### src/rtl/kwdt_pkg.sv
package kwdt_pkg;
  localparam logic [7:0] KEY_ARM  = 8'h55;
  localparam logic [7:0] KEY_FIRE = 8'hAA;
  localparam int NUM_RATES = 4;
  localparam int RATE_W = 2;
endpackage

### src/rtl/kwdt_key_seq.sv
module kwdt_key_seq #(
  parameter int AW = 8,
  parameter logic [AW-1:0] SVC_ADDR = 8'h3A
) (
  input  logic          clk,
  input  logic          rst,
  input  logic          we,
  input  logic [AW-1:0] addr,
  input  logic [7:0]    wdata,
  output logic          kick,
  output logic          armed
);
  import kwdt_pkg::*;

  logic hit, arm_w, fire_w;

  always_comb begin
    hit    = we && (addr == SVC_ADDR);
    arm_w  = hit && (wdata == KEY_ARM);
    fire_w = hit && (wdata == KEY_FIRE) && armed;
  end

  always_ff @(posedge clk) begin
    if (rst)         armed <= 1'b0;
    else if (fire_w) armed <= 1'b0;
    else if (arm_w)  armed <= 1'b1;
  end

  assign kick = fire_w;

  // a first key write arms the sequence
  assert_arm_on_key_R6: assert property (@(posedge clk) disable iff (rst)
    arm_w |=> armed);
  // a service disarms the sequence
  assert_fire_disarms_R7: assert property (@(posedge clk) disable iff (rst)
    kick |=> !armed);
  // writes to other addresses leave the armed state alone
  assert_other_addr_R8: assert property (@(posedge clk) disable iff (rst)
    (we && addr != SVC_ADDR) |=> $stable(armed));
endmodule

### src/rtl/kwdt_rate_win.sv
module kwdt_rate_win #(
  parameter int WIN_CYCLES = 64,
  parameter int RW = 2
) (
  input  logic          clk,
  input  logic          rst,
  input  logic [RW-1:0] rate_in,
  output logic [RW-1:0] rate_q,
  output logic          win_open
);
  localparam int WCW = $clog2(WIN_CYCLES + 1);

  logic [WCW-1:0] win_cnt;

  assign win_open = (win_cnt < WCW'(WIN_CYCLES));

  always_ff @(posedge clk) begin
    if (rst) begin
      win_cnt <= '0;
      rate_q  <= rate_in;
    end else if (win_open) begin
      win_cnt <= win_cnt + 1'b1;
      rate_q  <= rate_in;
    end
  end

  // captured rate is frozen once the window has closed
  assert_rate_frozen_R10: assert property (@(posedge clk) disable iff (rst)
    !win_open |=> $stable(rate_q));
  // the window never reopens without reset
  assert_window_stays_shut_R10: assert property (@(posedge clk) disable iff (rst)
    !win_open |=> !win_open);
endmodule

### src/rtl/kwdt_count.sv
module kwdt_count #(
  parameter int BASE_LOG2 = 15,
  parameter int RATE_STEP = 2,
  parameter int RW = 2,
  parameter int NUM_RATES = 4
) (
  input  logic          clk,
  input  logic          rst,
  input  logic          off,
  input  logic          kick,
  input  logic [RW-1:0] rate,
  output logic          bite
);
  localparam int MAX_EXP = BASE_LOG2 + RATE_STEP * (NUM_RATES - 1);
  localparam int CW = MAX_EXP + 1;

  logic [CW-1:0] cnt;
  logic [CW-1:0] limit;
  int            sh;

  always_comb begin
    sh    = BASE_LOG2 + RATE_STEP * int'(rate);
    limit = (CW'(1) << sh) - CW'(1);
  end

  always_ff @(posedge clk) begin
    if (rst) begin
      cnt  <= '0;
      bite <= 1'b0;
    end else if (off || kick) begin
      cnt  <= '0;
      bite <= 1'b0;
    end else if (cnt >= limit) begin
      cnt  <= '0;
      bite <= 1'b1;
    end else begin
      cnt  <= cnt + 1'b1;
      bite <= 1'b0;
    end
  end

  // reset leaves a cleared counter and a quiet output
  assert_reset_clears_R1: assert property (@(posedge clk)
    rst |=> (cnt == '0 && !bite));
  // pulse is a single cycle
  assert_single_pulse_R3: assert property (@(posedge clk) disable iff (rst)
    bite |=> !bite);
  // counter wraps to zero with the pulse
  assert_wrap_R3: assert property (@(posedge clk) disable iff (rst)
    bite |-> cnt == '0);
  // service clears the counter
  assert_kick_clears_R4: assert property (@(posedge clk) disable iff (rst)
    kick |=> (cnt == '0 && !bite));
  // disabled watchdog never bites
  assert_off_quiet_R9: assert property (@(posedge clk) disable iff (rst)
    off |=> (!bite && cnt == '0));
endmodule

### src/rtl/kwdt_top.sv
module kwdt_top #(
  parameter int AW = 8,
  parameter logic [AW-1:0] SVC_ADDR = 8'h3A,
  parameter int BASE_LOG2 = 15,
  parameter int RATE_STEP = 2,
  parameter int WIN_CYCLES = 64
) (
  input  logic          clk,
  input  logic          rst,
  input  logic          bus_we,
  input  logic [AW-1:0] bus_addr,
  input  logic [7:0]    bus_wdata,
  input  logic [1:0]    rate_sel,
  input  logic          wdog_off,
  output logic          wdog_bite
);
  import kwdt_pkg::*;

  logic              kick, armed, win_open;
  logic [RATE_W-1:0] rate_q;

  kwdt_key_seq #(.AW(AW), .SVC_ADDR(SVC_ADDR)) u_key (
    .clk(clk), .rst(rst), .we(bus_we), .addr(bus_addr), .wdata(bus_wdata),
    .kick(kick), .armed(armed)
  );

  kwdt_rate_win #(.WIN_CYCLES(WIN_CYCLES), .RW(RATE_W)) u_rate (
    .clk(clk), .rst(rst), .rate_in(rate_sel), .rate_q(rate_q), .win_open(win_open)
  );

  kwdt_count #(.BASE_LOG2(BASE_LOG2), .RATE_STEP(RATE_STEP), .RW(RATE_W),
               .NUM_RATES(NUM_RATES)) u_cnt (
    .clk(clk), .rst(rst), .off(wdog_off), .kick(kick), .rate(rate_q), .bite(wdog_bite)
  );

  // a service can only happen from the armed state
  assert_kick_needs_arm_R5: assert property (@(posedge clk) disable iff (rst)
    kick |-> armed);
endmodule

### config.mk
export PLATFORM = sky130hd
export DESIGN_NAME = kwdt_top
export DESIGN_NICKNAME = d
export VERILOG_FILES = /design/src/rtl/kwdt_pkg.sv /design/src/rtl/kwdt_key_seq.sv /design/src/rtl/kwdt_rate_win.sv /design/src/rtl/kwdt_count.sv /design/src/rtl/kwdt_top.sv
export SDC_FILE = /design/constraint.sdc
export NUM_CORES = 1
export LEC_CHECK = 0
export CAP_MARGIN = 10
export CORE_UTILIZATION = 59
export DETAILED_ROUTE_END_ITERATION = 12
export PLACE_DENSITY = 0.84
export SYNTH_ARGS = -nofsm -noshare
export SYNTH_HDL_FRONTEND = slang
export SYNTH_SLANG_ARGS = --single-unit
### constraint.sdc
create_clock -name clk -period 2.75 [get_ports clk]
set_input_delay 0.55 -clock clk [delete_from_list [all_inputs] [get_ports clk]]
set_output_delay 0.55 -clock clk [all_outputs]
set_load 0.02 [all_outputs]
==> impl_metrics.yaml <==
status:
  status: "finished, final reports clean"
worst_setup_path:
  r2r_cells: 8
  endpoint_kind: "register"
  cpLargestDelayFamily: "simple AND/OR/NAND/NOR gates"
  worstPathCellList: "nand2_1 > ha_1 > nand4b_1 > nor2_1 > a221oi_1 > nand4_1 > buf_4 > nor2_1"
  r2r_slack_ps: 720
  path_max_fanout: 22
  timing.rr.end: "u_cnt.cnt[10]"
  crit-reg2reg-launch: "u_rate.rate_q[1]"
  crit_path_top_delay_cell: "edfxtp_1"
  cp.arrival_ps: 2310
  crit_path_frequent_cell: "nor2_1"
  worstPathRequired_ps: 3030
  slowest_delay_ps: 440
  critPathKind: "register to register"
  worst-path-buf-inv: 1
  cp-start-kind: "register"
timing:
  drv_slew: 0
  rsz0062_at_grt: "no"
  hold_viol_final: 0
  fin_crit_sh_pct: 73.8
  min_period_ps: 2030
  final-setup-viol-count: 0
  max_freq_mhz: 493
  setup_tns_ps: 0
  clock_skew_ps: 6.47
  whs_ps: 502
synthesis:
  synth_cell_types: 40
  synth_commonest_cells: "nor2_1, dfxtp_1, ha_1"
  synth_top_area_share_pct: 34.9
  synth.most_common_cell: "nor2_1"
  synth_top_cell_by_area: "dfxtp_1"
  yosysSeqAreaShare_pct: 38.2
  synth_area_leaders: "dfxtp_1, ha_1, nor2_1"
  syn_area_mm2: 0.00178
  postSynthAreaPerCell_um2: 9.08
  synthCells: 196
  yosysWarnings: 0
  synth_ff_type: "dfxtp_1"
  synth_seq_cells: 33
  synth_edf_count: 2
  synthArstFlopShare_pct: 0
finish:
  drive_gt1_share_pct: 7.02
  syn_to_final_growth_pct: 17.6
  antenna_cells: 0
  layoutNonFillerInstCount: 259
  n_fill_cell: 216
  final_util_pct: 74.7
  nNetsFinal: 265
global_routing:
  antenna_found_initial: 0
  grt_max_degree: 23
  use_met1_pct: 24.4
  grt_pass1_wl_um: 5490
  grt_pass1_vias: 1385
  grt_util_met2_pct: 39.8
  use_met3_pct: 8.16
  busiest_layer: "met2"
  gr-total-overflow: 0
  gr-usage-all-layers_pct: 22.3
power:
  power_mw: 0.817
  power_density_mw_per_mm2: 390
  max-vdd-ir-drop_v: 0.000339
  leakagePower_nw: 0.809
drt:
  detail-route-antenna-nets: 0
  wl_per_cell_um: 12.6
  viasPerCell: 5.51
  vias: 1428
  drtIter0Drc: 36
  wl_um: 3270
  drt_first_pass_iters: 4
  drcViolationCount: 0
flow_run:
  timing.max_cap.violations: 0
die:
  die_area_mm2: 0.00324
  start_util_pct: 63.5
  die_h_um: 56.9
  fp-row-count: 19
  coreArea_mm2: 0.00281
  ios: 23
  die_w_um: 56.9
clock_tree:
  ctsResizeCount: 0
  numCtsBuffers: 5
  cts.sinks: 33
  cts_tree: "done"
  clock_tree.root_cell: "clkbuf_4"
  cts_hold_buffers: 0
  htreeDepth: 2
  cts_max_path_buffers: 2
  clk_latency_ps: 340
  post_cts_buffers: 0
  clkTransAtPathRegs_ps: 100
worst_hold_path:
  holdPathEnd: "u_cnt.cnt[0]"
  min_path_cells: 1
  hp-start: "u_cnt.cnt[0]"
  hold_path.class: "register to register"
placed_design:
  place_congestion: 0.813
  port_buffers: 22
  dp_cells: 251
  dp_hpwl_um: 2620
## metal layers
metal	vias up	wire, µm
met5	-	0
met4	0	31
met3	5	135
met2	25	1680
met1	656	1420
li1	742	-
## worst max-delay path by stage
| stage | from | to | slack [ps] | cells past startpoint |
|---|---|---|---|---|
| 2_1_floorplan | u_rate.rate_q[1] | u_cnt.cnt[10] | 990 | 7 |
| 3_3_place_gp | bus_wdata[3] | u_cnt.cnt[16] | 580 | 7 |
| 3_5_place_dp | bus_wdata[3] | u_cnt.cnt[10] | 490 | 7 |
| 4_1_cts | u_rate.rate_q[1] | u_cnt.cnt[10] | 710 | 8 |
| 5_1_grt | u_rate.rate_q[1] | u_cnt.cnt[9] | 530 | 8 |
| 6_report | u_rate.rate_q[1] | u_cnt.cnt[10] | 720 | 8 |
## metrics by stage
step | instance area (µm²) | worst slack [ps]
after floorplan | 1800 | 985
after global placement | 2040 | 576
after detailed placement | 2040 | 489
after CTS | 2090 | 712
after global routing | 2090 | 535
final | 2090 | 720
## kinds of logic (layout without fill, tap and decap cells)
kind of cell / count (synthesis) / after routing / share of synthesized area (%)
xor+xnor: 24 / 24 / 11.8
fa+ha+maj: 16 / 16 / 11.2
mux: 1 / 1 / 0.562
other cells: 1 / 7 / 0.211
flops: 33 / 33 / 38.2
buf+inv: 9 / 35 / 2.32
compound gates: 15 / 15 / 5.76
simple gates: 97 / 97 / 29.9
## registers in the layout (all words and copies together), names as in the netlist
name            cells
u_rate.win_cnt      7
u_cnt.bite          1
u_cnt.cnt          22
u_rate.rate_q       2
u_key.armed         1
## power by group
group	internal, mW	switching (mW)
logic	0.0403	0.0251
clock network	0.0971	0.159
registers	0.489	0.00693
## final cells by class
| class | instances | area [µm²] | area share, % |
|---|---|---|---|
| clock buffers | 6 | 41.3 | 1.97 |
| clock inverters | 2 | 10.0 | 0.478 |
| inverters | 4 | 15.0 | 0.717 |
| multi-input cells | 160 | 1080 | 51.6 |
| flip-flops and latches | 33 | 681 | 32.5 |
| well taps | 31 | 38.8 | 1.85 |
| repair buffers | 23 | 228 | 10.9 |
## cells in the final DEF (no fill, tap or decap), drive strengths merged, types with 3 or more instances in the layout
cell type / synthesis / layout
nand3: 12 / 12
inv: 4 / 4
nand4b: 4 / 4
ha: 16 / 16
nand2: 11 / 11
and3: 4 / 4
dfxtp: 31 / 31
nor2: 38 / 38
nand4: 5 / 5
xnor2: 14 / 14
nor4bb: 3 / 3
and4: 3 / 3
a21oi: 3 / 3
clkdlybuf4s50: 0 / 22
nor3: 6 / 6
xor2: 10 / 10
clkbuf: 1 / 6
conb: 1 / 7
Note: power is estimated with default switching activity, not from simulation.
